`src/rtl/bwrf_pkg.sv`:
```
`timescale 1ns/1ps
package bwrf_pkg;
  // byte register codes seen at the ports
  localparam logic [3:0] BC_B   = 4'd0;
  localparam logic [3:0] BC_C   = 4'd1;
  localparam logic [3:0] BC_D   = 4'd2;
  localparam logic [3:0] BC_E   = 4'd3;
  localparam logic [3:0] BC_H   = 4'd4;
  localparam logic [3:0] BC_L   = 4'd5;
  localparam logic [3:0] BC_F   = 4'd6;
  localparam logic [3:0] BC_A   = 4'd7;
  localparam logic [3:0] BC_IXH = 4'd8;
  localparam logic [3:0] BC_IXL = 4'd9;
  localparam logic [3:0] BC_IYH = 4'd10;
  localparam logic [3:0] BC_IYL = 4'd11;

  // pair codes seen at the ports
  localparam logic [2:0] PC_BC = 3'd0;
  localparam logic [2:0] PC_DE = 3'd1;
  localparam logic [2:0] PC_HL = 3'd2;
  localparam logic [2:0] PC_AF = 3'd3;
  localparam logic [2:0] PC_IX = 3'd4;
  localparam logic [2:0] PC_IY = 3'd5;

  // storage slots inside one bank; the first AF_SLOTS belong to the AF group
  localparam int SL_A  = 0;
  localparam int SL_F  = 1;
  localparam int SL_B  = 2;
  localparam int SL_C  = 3;
  localparam int SL_D  = 4;
  localparam int SL_E  = 5;
  localparam int SL_H  = 6;
  localparam int SL_L  = 7;
  localparam int SL_BU = 8;
  localparam int SL_DU = 9;
  localparam int SL_HU = 10;
  localparam int BANK_SLOTS = 11;
  localparam int AF_SLOTS   = 2;

  // storage slots of the unbanked index registers
  localparam int IX_L = 0;
  localparam int IX_H = 1;
  localparam int IX_U = 2;
  localparam int IY_L = 3;
  localparam int IY_H = 4;
  localparam int IY_U = 5;
  localparam int IDX_SLOTS = 6;
endpackage

```
`src/rtl/wrf_slots.sv`:
```
`timescale 1ns/1ps
module wrf_slots #(
  parameter int W = 8,
  parameter int N = 4
) (
  input  logic              clk,
  input  logic              rst_n,
  input  logic [N-1:0]      wr_mask,
  input  logic [N-1:0][W-1:0] wr_data,
  output logic [N-1:0][W-1:0] q
);
  generate
    for (genvar i = 0; i < N; i++) begin : g_slot
      logic [W-1:0] r;
      always_ff @(posedge clk or negedge rst_n) begin
        if (!rst_n)          r <= '0;
        else if (wr_mask[i]) r <= wr_data[i];
      end
      assign q[i] = r;

      assert_slot_load_R2: assert property (@(posedge clk) disable iff (!rst_n)
        wr_mask[i] |=> (q[i] == $past(wr_data[i])));
    end
  endgenerate

  // no strobe, no change anywhere in this array
  assert_hold_idle_R11: assert property (@(posedge clk) disable iff (!rst_n)
    !(|wr_mask) |=> $stable(q));
endmodule

```
`src/rtl/wrf_xsel.sv`:
```
`timescale 1ns/1ps
module wrf_xsel (
  input  logic clk,
  input  logic rst_n,
  input  logic xchg_all,
  input  logic xchg_af,
  input  logic xchg_gp,
  output logic sel_af,
  output logic sel_gp
);
  logic flip_af, flip_gp;
  assign flip_af = xchg_all ^ xchg_af;
  assign flip_gp = xchg_all ^ xchg_gp;

  always_ff @(posedge clk or negedge rst_n) begin
    if (!rst_n) begin
      sel_af <= 1'b0;
      sel_gp <= 1'b0;
    end else begin
      sel_af <= sel_af ^ flip_af;
      sel_gp <= sel_gp ^ flip_gp;
    end
  end

  assert_swap_both_R6: assert property (@(posedge clk) disable iff (!rst_n)
    (xchg_all && !xchg_af && !xchg_gp) |=>
      (sel_af != $past(sel_af)) && (sel_gp != $past(sel_gp)));

  assert_af_only_R7: assert property (@(posedge clk) disable iff (!rst_n)
    (xchg_af && !xchg_all && !xchg_gp) |=>
      (sel_af != $past(sel_af)) && (sel_gp == $past(sel_gp)));

  assert_cancel_R9: assert property (@(posedge clk) disable iff (!rst_n)
    (xchg_all && xchg_af) |=> (sel_af == $past(sel_af)));
endmodule

```
`src/rtl/wrf_wdec.sv`:
```
`timescale 1ns/1ps
module wrf_wdec
  import bwrf_pkg::*;
#(
  parameter int BYTE_W = 8,
  localparam int WORD_W = 3 * BYTE_W
) (
  input  logic                                 wr_en,
  input  logic                                 wr_pair,
  input  logic [3:0]                           wr_bsel,
  input  logic [2:0]                           wr_psel,
  input  logic [WORD_W-1:0]                    wr_data,
  input  logic                                 long_mode,
  output logic [BANK_SLOTS-1:0]                bmask,
  output logic [BANK_SLOTS-1:0][BYTE_W-1:0]    bdata,
  output logic [IDX_SLOTS-1:0]                 imask,
  output logic [IDX_SLOTS-1:0][BYTE_W-1:0]     idata
);
  logic [BYTE_W-1:0] b0, b1, b2;
  assign b0 = wr_data[BYTE_W-1:0];
  assign b1 = wr_data[2*BYTE_W-1:BYTE_W];
  assign b2 = wr_data[WORD_W-1:2*BYTE_W];

  always_comb begin
    bmask = '0;
    imask = '0;
    for (int s = 0; s < BANK_SLOTS; s++) bdata[s] = b0;
    for (int s = 0; s < IDX_SLOTS; s++)  idata[s] = b0;
    if (wr_en && !wr_pair) begin
      case (wr_bsel)
        BC_B:   bmask[SL_B] = 1'b1;
        BC_C:   bmask[SL_C] = 1'b1;
        BC_D:   bmask[SL_D] = 1'b1;
        BC_E:   bmask[SL_E] = 1'b1;
        BC_H:   bmask[SL_H] = 1'b1;
        BC_L:   bmask[SL_L] = 1'b1;
        BC_F:   bmask[SL_F] = 1'b1;
        BC_A:   bmask[SL_A] = 1'b1;
        BC_IXH: imask[IX_H] = 1'b1;
        BC_IXL: imask[IX_L] = 1'b1;
        BC_IYH: imask[IY_H] = 1'b1;
        BC_IYL: imask[IY_L] = 1'b1;
        default: ;
      endcase
    end else if (wr_en && wr_pair) begin
      case (wr_psel)
        PC_BC: begin
          bmask[SL_B] = 1'b1; bdata[SL_B] = b1;
          bmask[SL_C] = 1'b1;
          bmask[SL_BU] = long_mode; bdata[SL_BU] = b2;
        end
        PC_DE: begin
          bmask[SL_D] = 1'b1; bdata[SL_D] = b1;
          bmask[SL_E] = 1'b1;
          bmask[SL_DU] = long_mode; bdata[SL_DU] = b2;
        end
        PC_HL: begin
          bmask[SL_H] = 1'b1; bdata[SL_H] = b1;
          bmask[SL_L] = 1'b1;
          bmask[SL_HU] = long_mode; bdata[SL_HU] = b2;
        end
        PC_AF: begin
          bmask[SL_A] = 1'b1; bdata[SL_A] = b1;
          bmask[SL_F] = 1'b1;
        end
        PC_IX: begin
          imask[IX_L] = 1'b1;
          imask[IX_H] = 1'b1; idata[IX_H] = b1;
          imask[IX_U] = long_mode; idata[IX_U] = b2;
        end
        PC_IY: begin
          imask[IY_L] = 1'b1;
          imask[IY_H] = 1'b1; idata[IY_H] = b1;
          imask[IY_U] = long_mode; idata[IY_U] = b2;
        end
        default: ;
      endcase
    end
  end
endmodule

```
`src/rtl/bwrf_top.sv`:
```
`timescale 1ns/1ps
module bwrf_top
  import bwrf_pkg::*;
#(
  parameter int BYTE_W = 8,
  localparam int WORD_W = 3 * BYTE_W,
  localparam int NBANK  = 2
) (
  input  logic              clk,
  input  logic              rst_n,
  input  logic              long_mode,
  input  logic              wr_en,
  input  logic              wr_pair,
  input  logic [3:0]        wr_bsel,
  input  logic [2:0]        wr_psel,
  input  logic [WORD_W-1:0] wr_data,
  input  logic              xchg_all,
  input  logic              xchg_af,
  input  logic              xchg_gp,
  input  logic [3:0]        rd_bsel,
  output logic [BYTE_W-1:0] rd_byte,
  input  logic [2:0]        rd_psel,
  output logic [WORD_W-1:0] rd_pair
);
  localparam logic [BANK_SLOTS-1:0] AF_MASK = BANK_SLOTS'((1 << AF_SLOTS) - 1);
  localparam logic [BANK_SLOTS-1:0] GP_MASK = ~AF_MASK;

  logic sel_af, sel_gp;
  logic [BANK_SLOTS-1:0]             bmask;
  logic [BANK_SLOTS-1:0][BYTE_W-1:0] bdata;
  logic [IDX_SLOTS-1:0]              imask;
  logic [IDX_SLOTS-1:0][BYTE_W-1:0]  idata;
  logic [NBANK-1:0][BANK_SLOTS-1:0][BYTE_W-1:0] bank_q;
  logic [IDX_SLOTS-1:0][BYTE_W-1:0]  idx_q;
  logic [BANK_SLOTS-1:0][BYTE_W-1:0] vis;

  wrf_xsel u_xsel (
    .clk(clk), .rst_n(rst_n),
    .xchg_all(xchg_all), .xchg_af(xchg_af), .xchg_gp(xchg_gp),
    .sel_af(sel_af), .sel_gp(sel_gp)
  );

  wrf_wdec #(.BYTE_W(BYTE_W)) u_wdec (
    .wr_en(wr_en), .wr_pair(wr_pair), .wr_bsel(wr_bsel), .wr_psel(wr_psel),
    .wr_data(wr_data), .long_mode(long_mode),
    .bmask(bmask), .bdata(bdata), .imask(imask), .idata(idata)
  );

  // each group writes into the copy its select bit names before the edge
  generate
    for (genvar k = 0; k < NBANK; k++) begin : g_bank
      logic [BANK_SLOTS-1:0] kmask;
      assign kmask = bmask & (((sel_af == 1'(k)) ? AF_MASK : '0) |
                              ((sel_gp == 1'(k)) ? GP_MASK : '0));
      wrf_slots #(.W(BYTE_W), .N(BANK_SLOTS)) u_slots (
        .clk(clk), .rst_n(rst_n), .wr_mask(kmask), .wr_data(bdata), .q(bank_q[k])
      );
    end
    for (genvar s = 0; s < BANK_SLOTS; s++) begin : g_vis
      if (s < AF_SLOTS) begin : g_af
        assign vis[s] = bank_q[sel_af][s];
      end else begin : g_gp
        assign vis[s] = bank_q[sel_gp][s];
      end
    end
  endgenerate

  wrf_slots #(.W(BYTE_W), .N(IDX_SLOTS)) u_index (
    .clk(clk), .rst_n(rst_n), .wr_mask(imask), .wr_data(idata), .q(idx_q)
  );

  always_comb begin
    case (rd_bsel)
      BC_B:    rd_byte = vis[SL_B];
      BC_C:    rd_byte = vis[SL_C];
      BC_D:    rd_byte = vis[SL_D];
      BC_E:    rd_byte = vis[SL_E];
      BC_H:    rd_byte = vis[SL_H];
      BC_L:    rd_byte = vis[SL_L];
      BC_F:    rd_byte = vis[SL_F];
      BC_A:    rd_byte = vis[SL_A];
      BC_IXH:  rd_byte = idx_q[IX_H];
      BC_IXL:  rd_byte = idx_q[IX_L];
      BC_IYH:  rd_byte = idx_q[IY_H];
      BC_IYL:  rd_byte = idx_q[IY_L];
      default: rd_byte = '0;
    endcase
  end

  logic [BYTE_W-1:0] p_up, p_hi, p_lo;
  always_comb begin
    p_up = '0;
    p_hi = '0;
    p_lo = '0;
    case (rd_psel)
      PC_BC: begin p_up = vis[SL_BU]; p_hi = vis[SL_B]; p_lo = vis[SL_C]; end
      PC_DE: begin p_up = vis[SL_DU]; p_hi = vis[SL_D]; p_lo = vis[SL_E]; end
      PC_HL: begin p_up = vis[SL_HU]; p_hi = vis[SL_H]; p_lo = vis[SL_L]; end
      PC_AF: begin p_hi = vis[SL_A]; p_lo = vis[SL_F]; end
      PC_IX: begin p_up = idx_q[IX_U]; p_hi = idx_q[IX_H]; p_lo = idx_q[IX_L]; end
      PC_IY: begin p_up = idx_q[IY_U]; p_hi = idx_q[IY_H]; p_lo = idx_q[IY_L]; end
      default: ;
    endcase
  end
  assign rd_pair = {(long_mode ? p_up : {BYTE_W{1'b0}}), p_hi, p_lo};

  assert_single_byte_R2: assert property (@(posedge clk) disable iff (!rst_n)
    (wr_en && !wr_pair) |-> $onehot0({bmask, imask}));

  assert_reserved_byte_R11: assert property (@(posedge clk) disable iff (!rst_n)
    (wr_en && !wr_pair && (wr_bsel > BC_IYL)) |-> ((bmask == '0) && (imask == '0)));

  assert_short_keeps_top_R5: assert property (@(posedge clk) disable iff (!rst_n)
    (wr_en && wr_pair && !long_mode) |-> !bmask[SL_BU] && !bmask[SL_DU] &&
                                         !bmask[SL_HU] && !imask[IX_U] && !imask[IY_U]);
endmodule

```
`config.mk`:
```
export PLATFORM = sky130hd
export DESIGN_NAME = bwrf_top
export DESIGN_NICKNAME = d
export VERILOG_FILES = /design/src/rtl/bwrf_pkg.sv /design/src/rtl/wrf_slots.sv /design/src/rtl/wrf_xsel.sv /design/src/rtl/wrf_wdec.sv /design/src/rtl/bwrf_top.sv
export SDC_FILE = /design/constraint.sdc
export NUM_CORES = 1
export LEC_CHECK = 0
export ABC_CLOCK_PERIOD_IN_PS = 2500
export BUFFER_PORTS_ARGS = -buffer_cell sky130_fd_sc_hd__buf_2
export CORE_MARGIN = 3
export CORE_UTILIZATION = 55
export CTS_CLUSTER_SIZE = 20
export DETAILED_ROUTE_END_ITERATION = 8
export GPL_TIMING_DRIVEN = 0
export PLACE_DENSITY = 0.79
export SYNTH_ARGS = -nofsm -noshare
export SYNTH_HDL_FRONTEND = slang
export SYNTH_SLANG_ARGS = --single-unit
```
`constraint.sdc`:
```
create_clock -name clk -period 2.5 [get_ports clk]
set_input_delay 0.125 -clock clk [delete_from_list [all_inputs] [get_ports clk]]
set_output_delay 0.125 -clock clk [all_outputs]
set_load 0.01 [all_outputs]
```
==> reports/metrics.yaml, run 1 <==
yosys:
  yosys.cell_count.top_type: "dfrtp_1"
  syn_area_per_cell_um2: 10.9
  synth_edf_count: 0
  synth_flop_cell: "dfrtp_1"
  synth_area_leader_cell: "dfrtp_1"
  yosys-top-cells-count: "dfrtp_1 (226), mux2_2 (146), mux2i_1 (126), o22ai_1 (75), clkbuf_1 (64)"
  seq_area_frac_synth_pct: 47.9
  synth.distinct_cells: 62
  synth-async-reset-ratio_pct: 100
  synth_top_area_share_pct: 47.9
  syn_inst: 1083
  synth_nets: 1129
  yosys_warnings: 0
  yosys-top-cells-area: "dfrtp_1 (48%), mux2_2 (14%), mux2i_1 (11%)"
  synthesis.area_mm2: 0.0118
  yosys_register_bits: 226
sta:
  slew_viol_final: 0
  clock_skew_ns: 0.0110
  period_minus_slack_ns: 2.64
  hold_violations: 0
  worst_slack_ns: -0.140
  clock.fmax_ghz: 0.379
  rsz0062_at_grt: "yes"
  setup_viol: 22
  worst_pin_slew_ns: 1.36
  finalSetupTns_ns: -1.56
  post-route-period-util_pct: 106
  max_slew_margin_pct: 9.40
critical_path:
  crit_arrival_ns: 2.51
  cp_data_required_time_ns: 2.38
  startpoint_type: "flip-flop"
  critPathMaxFanout: 10
  crit_type: "reg2out"
  end_kind: "primary output"
detailed_routing:
  drt_wl_total_um: 41700
  drc: 0
  drtAntennaViolNets: 0
  wl_per_cell_um: 28.2
  dr_total_vias: 10000
  drtIter0Drc: 1214
  dr.pass1.iters: 6
  vias_per_cell: 6.77
placement:
  port_buffers: 54
  place_congestion: 1.05
  hpwl_um: 28700
  post_dp_cell_area_mm2: 0.0125
clock_tree:
  clk_latency_ns: 0.53
  cts.sinks: 226
  cts_tree: "yes"
  cts_inserted_buffers: 25
  root_buffer: "clkbuf_16"
  clk_pin_slew_ns: 0.06
  htreeDepth: 1
  clk_path_buf_depth: 3
grt:
  antenna_found_initial: 2
  globalRouteTotalUtil_pct: 35.0
  first_global_vias: 10100
  grt_max_degree: 116
  grt_pass1_wl_um: 62900
  overflow: 0
outcome:
  violations: "setup timing"
  status: "complete, but fails checks"
cells_and_area:
  diodes: 0
  nets: 1238
  design_area_mm2: 0.0143
  drive_above_1_share_pct: 30.3
  areaGrowthSynthToFinish_pct: 20.8
floorplanning:
  die_w_um: 153
  core.rowCount: 52
  fp.coreArea_mm2: 0.0207
  initial_core_util_pct: 57.1
  ios: 78
  fp.dieH_um: 153
  die-area_mm2: 0.0233
power_and_ir_drop:
  leakagePower_nw: 6.16
  power.density_mw_per_mm2: 1160
  irDropWorstVdd_uv: 776
hold_path:
  hp-class: "in2reg"
flow_run:
  cap_violations: 0
## per-layer routing
metal	track usage [%]	routed length, um
met1	47.2	16200
met2	54.8	19000
met3	8.41	4450
met4	14.6	1980
met5	0	32
## layout make-up
class / count / area [um^2]
sequential: 226 / 5660
fill: 1439 / 6420
timing repair buffer: 83 / 607
multi-input combinational: 727 / 6180
clock buffer: 34 / 699
clock inverter: 12 / 151
buffer: 96 / 514
inverter: 33 / 124
tap: 270 / 338
## critical path: stages (launching register included)
cell and delay, ns:
dfrtp_1 0.37, buf_6 0.14, buf_12 0.14, buf_12 0.21
mux2i_4 0.33, o22ai_1 0.17, or3_4 0.46, buf_2 0.15
## registers in the layout, indices dropped and copies added, names as in the netlist
name / cells
g_bank.u_slots.g_slot.r: 176
u_index.g_slot.r: 48
u_xsel.sel_af: 1
u_xsel.sel_gp: 1
## kinds of logic (layout without fill, tap and decap cells)
kind of cell	Yosys count	count (layout)	share of synthesized area (%)
AO/OA/AOI/OAI	254	254	13.8
AND/OR/NAND/NOR	197	197	8.93
multiplexers	272	272	24.6
flip-flops	226	226	47.9
XOR/XNOR	4	4	0.296
buffers and inverters	130	258	4.51
## cells in the final DEF (no fill, tap or decap), types with 7 or more instances in the layout
| cell type | netlist | final |
|---|---|---|
| a21oi_1 | 55 | 55 |
| a21oi_2 | 8 | 8 |
| a31oi_1 | 15 | 15 |
| buf_1 | 11 | 11 |
| buf_2 | 18 | 62 |
| buf_4 | 2 | 11 |
| buf_6 | 2 | 8 |
| clkbuf_1 | 64 | 64 |
| clkbuf_16 | 0 | 25 |
| dfrtp_1 | 226 | 225 |
| dlygate4sd3_1 | 0 | 13 |
| inv_1 | 33 | 33 |
| mux2_2 | 146 | 145 |
| mux2i_1 | 126 | 83 |
| mux2i_2 | 0 | 11 |
| mux2i_4 | 0 | 32 |
| nand2_1 | 59 | 59 |
| nand3_1 | 7 | 7 |
| nor2_1 | 50 | 50 |
| o21ai_0 | 48 | 48 |
| o22a_1 | 7 | 7 |
| o22ai_1 | 75 | 73 |
| or3_1 | 15 | 14 |
## path summary, 6_finish.rpt
path,cells past startpoint,slack (ns),startpoint,to
hold / removal,3,0.13,wr_data[10],u_index.g_slot[4].r[2]
hold reg to reg,2,0.50,g_bank[1].u_slots.g_slot[2].r[7],g_bank[1].u_slots.g_slot[2].r[7]
setup / recovery,7,-0.14,u_xsel.sel_gp,rd_pair[1]
max in group asynchronous,3,1.16,rst_n,u_index.g_slot[2].r[5]
min in group asynchronous,2,0.27,rst_n,g_bank[0].u_slots.g_slot[0].r[7]
setup reg to reg,7,0.13,u_xsel.sel_gp,g_bank[1].u_slots.g_slot[4].r[5]
## through the flow
step / power, W / std cells / hold slack (ns) / worst slack (ns) / utilization (%)
2_1_floorplan: 0.00888 / 1083 / -0.171 / 0.538 / -
3_3_place_gp: 0.0106 / 1407 / 0.462 / -2.59 / 60.0
3_5_place_dp: 0.0108 / 1408 / 0.270 / -0.503 / 60.2
4_1_cts: 0.0158 / 1479 / 0.0799 / -0.0712 / 67.6
5_1_grt: 0.0171 / 1481 / 0.148 / -0.143 / 69.0
6_report: 0.0166 / 1481 / 0.126 / -0.140 / 69.0
## timing repair
item / in CTS / in global routing
pin swaps: 5 / 5
resized for setup: 85 / 50
buffers inserted: 10 / 2
cloned: 3 / 0
hold endpoints to repair: 180 / 0
endpoints found under the setup margin: 32 / 34
hold buffers: 13 / 0
## power breakdown
| part | total (W) | internal [W] | switching, W |
|---|---|---|---|
| clock network | 0.00384 | 0.00228 | 0.00156 |
| registers | 0.00625 | 0.00508 | 0.00117 |
| logic | 0.00649 | 0.00313 | 0.00336 |
No activity file was read; power rests on OpenSTA's default activity.
==> run 2, diff against run 1 <==
Settings changed: CTS_BUF_LIST from default to sky130_fd_sc_hd__clkbuf_16.
==> run 2 against run 1 <==
Effect of this change: the flow still finishes with violations (setup timing); non-clock buffer count unchanged; first-iteration DRC count down 9.6%; combinational power up 0.9%; cell count unchanged; sequential power about the same; flip-flop and latch count unchanged; total power down 0.62%; global-route usage about the same; cell area about the same; clock-buffer cell count down 9; worst setup slack worse by 0.026 ns.
==> reports/metrics.yaml, run 2 (synthesis results as in run 1) <==
critical_path:
  max_stage_delay_ns: 0.42  # -0.04 ns
  cpLargestDelayFamily: "buffers and inverters"
  crit_type: "reg2out"
  critPathSlowestCell: "mux2i_1"
  crit_chain: "buf_6 > buf_12 > buf_12 > mux2i_1 > o31ai_1 > a22oi_1 > nand3_1 > buf_2"
  cp_data_required_time_ns: 2.38  # about the same
  startpoint_type: "flip-flop"
  end_kind: "primary output"
  critPathMaxFanout: 6  # -4
  path_buf_inv: 4  # unchanged
  path_common_cell: "buf_12"
  crit_arrival_ns: 2.54  # +0.03 ns
grt:
  antenna_found_initial: 2  # unchanged
  grt_max_degree: 116  # unchanged
  first_global_vias: 10000  # -0.20%
  grt_pass1_wl_um: 63100  # +0.22%
  overflow: 0  # unchanged
  globalRouteTotalUtil_pct: 35.0  # about the same
sta:
  period_minus_slack_ns: 2.67  # +0.0261 ns
  slew_viol_final: 0  # unchanged
  whs_ns: 0.112  # -0.0143 ns
  worst_slack_ns: -0.166  # -0.0261 ns
  setup_viol: 21  # -4.5%
  hold_violations: 0  # unchanged
  clock_skew_ns: 0.00971  # -0.00134 ns
  post-route-period-util_pct: 107  # +1.0 points
  clock.fmax_ghz: 0.375  # -0.98%
  rsz0062_at_grt: "yes"
  max_slew_margin_pct: 1.33  # -8.1 points
  worst_pin_slew_ns: 1.48  # +0.121 ns
  finalSetupTns_ns: -1.59  # -0.0227 ns
floorplanning:
  ios: 78  # unchanged
  fp.coreArea_mm2: 0.0207  # unchanged
  die_w_um: 153  # unchanged
  initial_core_util_pct: 57.1  # unchanged
  core.rowCount: 52  # unchanged
  die-area_mm2: 0.0233  # unchanged
  fp.dieH_um: 153  # unchanged
placement:
  post_dp_cell_area_mm2: 0.0125  # unchanged
  port_buffers: 54  # unchanged
  hpwl_um: 28700  # unchanged
  post-place-ws_ns: -0.503  # unchanged
  place_congestion: 1.05  # unchanged
detailed_routing:
  drtIter0Drc: 1097  # -9.6%
  vias_per_cell: 6.77  # about the same
  wl_met3_um: 4290  # -3.6%
  dr_total_vias: 10000  # -0.020%
  dr.pass1.iters: 5  # -1
  top_layer_used: "met5"
  wl_per_cell_um: 28.1  # -0.33%
  wl_met1_um: 16300  # +0.27%
  drc: 0  # unchanged
  drtAntennaViolNets: 0  # unchanged
  drt_wl_total_um: 41600  # -0.33%
  wl_met2_um: 19100  # +0.20%
cells_and_area:
  largestRegisters: "g_bank.u_slots.g_slot.r: 176 flops, u_index.g_slot.r: 48 flops"
  nets: 1238  # unchanged
  final_common_cell: "dfrtp_1"
  largest_register_ff_count: 176  # unchanged
  final_cell_mix: "dfrtp_1 (225), mux2_2 (145), mux2i_1 (81), o22ai_1 (70), buf_2 (62)"
  areaGrowthSynthToFinish_pct: 20.9  # about the same
  diodes: 0  # unchanged
  drive_above_1_share_pct: 30.5  # +0.17 points
  top_register: "g_bank.u_slots.g_slot.r"
  fillCellCount: 1446  # +0.49%
  design_area_mm2: 0.0143  # about the same
hold_path:
  hp-class: "in2reg"
clock_tree:
  htreeDepth: 1  # unchanged
  cts_inserted_buffers: 25  # unchanged
  cts.sinks: 226  # unchanged
  clk_path_buf_depth: 3  # unchanged
  root_buffer: "clkbuf_16"
  clk_pin_slew_ns: 0.06  # about the same
  cts_tree: "yes"
  clk_latency_ns: 0.53  # about the same
outcome:
  violations: "setup timing"
  status: "complete, but fails checks"
power_and_ir_drop:
  irDropWorstVdd_uv: 749  # -3.4%
  leakagePower_nw: 6.16  # about the same
  power.density_mw_per_mm2: 1150  # -0.67%
  power_w: 0.0165  # -0.62%
flow_run:
  cap_violations: 0  # unchanged
-- run 2: cell types whose count changed in the layout (fill, tap and decap cells not counted), sizes merged --
| cell | previous run | this run |
|---|---|---|
| clkbuf | 98 | 88 |
| inv | 35 | 40 |
| clkinv | 5 | 9 |
| buf | 101 | 103 |
| bufbuf | 1 | 0 |
-- run 2: power by group --
| group | switching [W] | leakage (nW) | internal (W) | total [W] |
|---|---|---|---|---|
| Clock | 0.00155 | 0.412 | 0.00214 | 0.00368 |
| Sequential | 0.00117 | 2.77 | 0.00508 | 0.00625 |
| Combinational | 0.00338 | 2.98 | 0.00317 | 0.00655 |
| Total | 0.00610 | 6.16 | 0.0104 | 0.0165 |
-- run 2: cell type report --
class	instances	area, um^2	share of cell area (%)
Buffer	96	536	3.75
Multi-Input combinational cell	727	6200	43.4
Inverter	33	124	0.868
Tap cell	270	338	2.37
Clock inverter	21	185	1.30
Clock buffer	25	626	4.38
Sequential cell	226	5660	39.6
Timing Repair Buffer	83	611	4.28
-- run 2: stage by stage --
step,std cells,util [%]
2_1_floorplan,1083,-
3_3_place_gp,1407,60.0
3_5_place_dp,1408,60.2
4_1_cts,1477,67.3
5_1_grt,1481,69.0
6_report,1481,69.0
-- run 2: path summary, 6_finish.rpt --
check | from | endpoint | slack, ns | cells after the start
max | u_xsel.sel_gp | rd_byte[7] | -0.17 | 8
min | wr_data[14] | u_index.g_slot[4].r[6] | 0.11 | 3
max reg2reg | u_xsel.sel_gp | g_bank[1].u_slots.g_slot[4].r[5] | 0.08 | 7
min reg2reg | u_index.g_slot[2].r[1] | u_index.g_slot[2].r[1] | 0.51 | 1
max in group asynchronous | rst_n | g_bank[0].u_slots.g_slot[10].r[0] | 1.13 | 3
min in group asynchronous | rst_n | g_bank[0].u_slots.g_slot[0].r[7] | 0.28 | 2
-- run 2: layer usage --
metal | track usage (%) | up-vias
met1 | 48.0 | 5063
li1 | - | 4205
met2 | 54.6 | 602
met4 | 14.6 | 2
met3 | 7.30 | 147
met5 | 0 | -
-- run 2: what timing repair did --
action	4_1_cts	5_1_grt
hold buffers	13	0
hold endpoints to repair	180	0
pin swaps	4	8
cloned	3	0
endpoints found under the setup margin	32	37
gates resized for setup	82	63
buffers inserted	8	4
-- run 2: worst register-to-register path, cell delays in order (launching register included) --
cell	delay, ns
dfrtp_1	0.40
buf_6	0.15
buf_4	0.15
buf_16	0.16
a32oi_1	0.82
clkbuf_1	0.44
nand2_1	0.11
o21ai_0	0.10
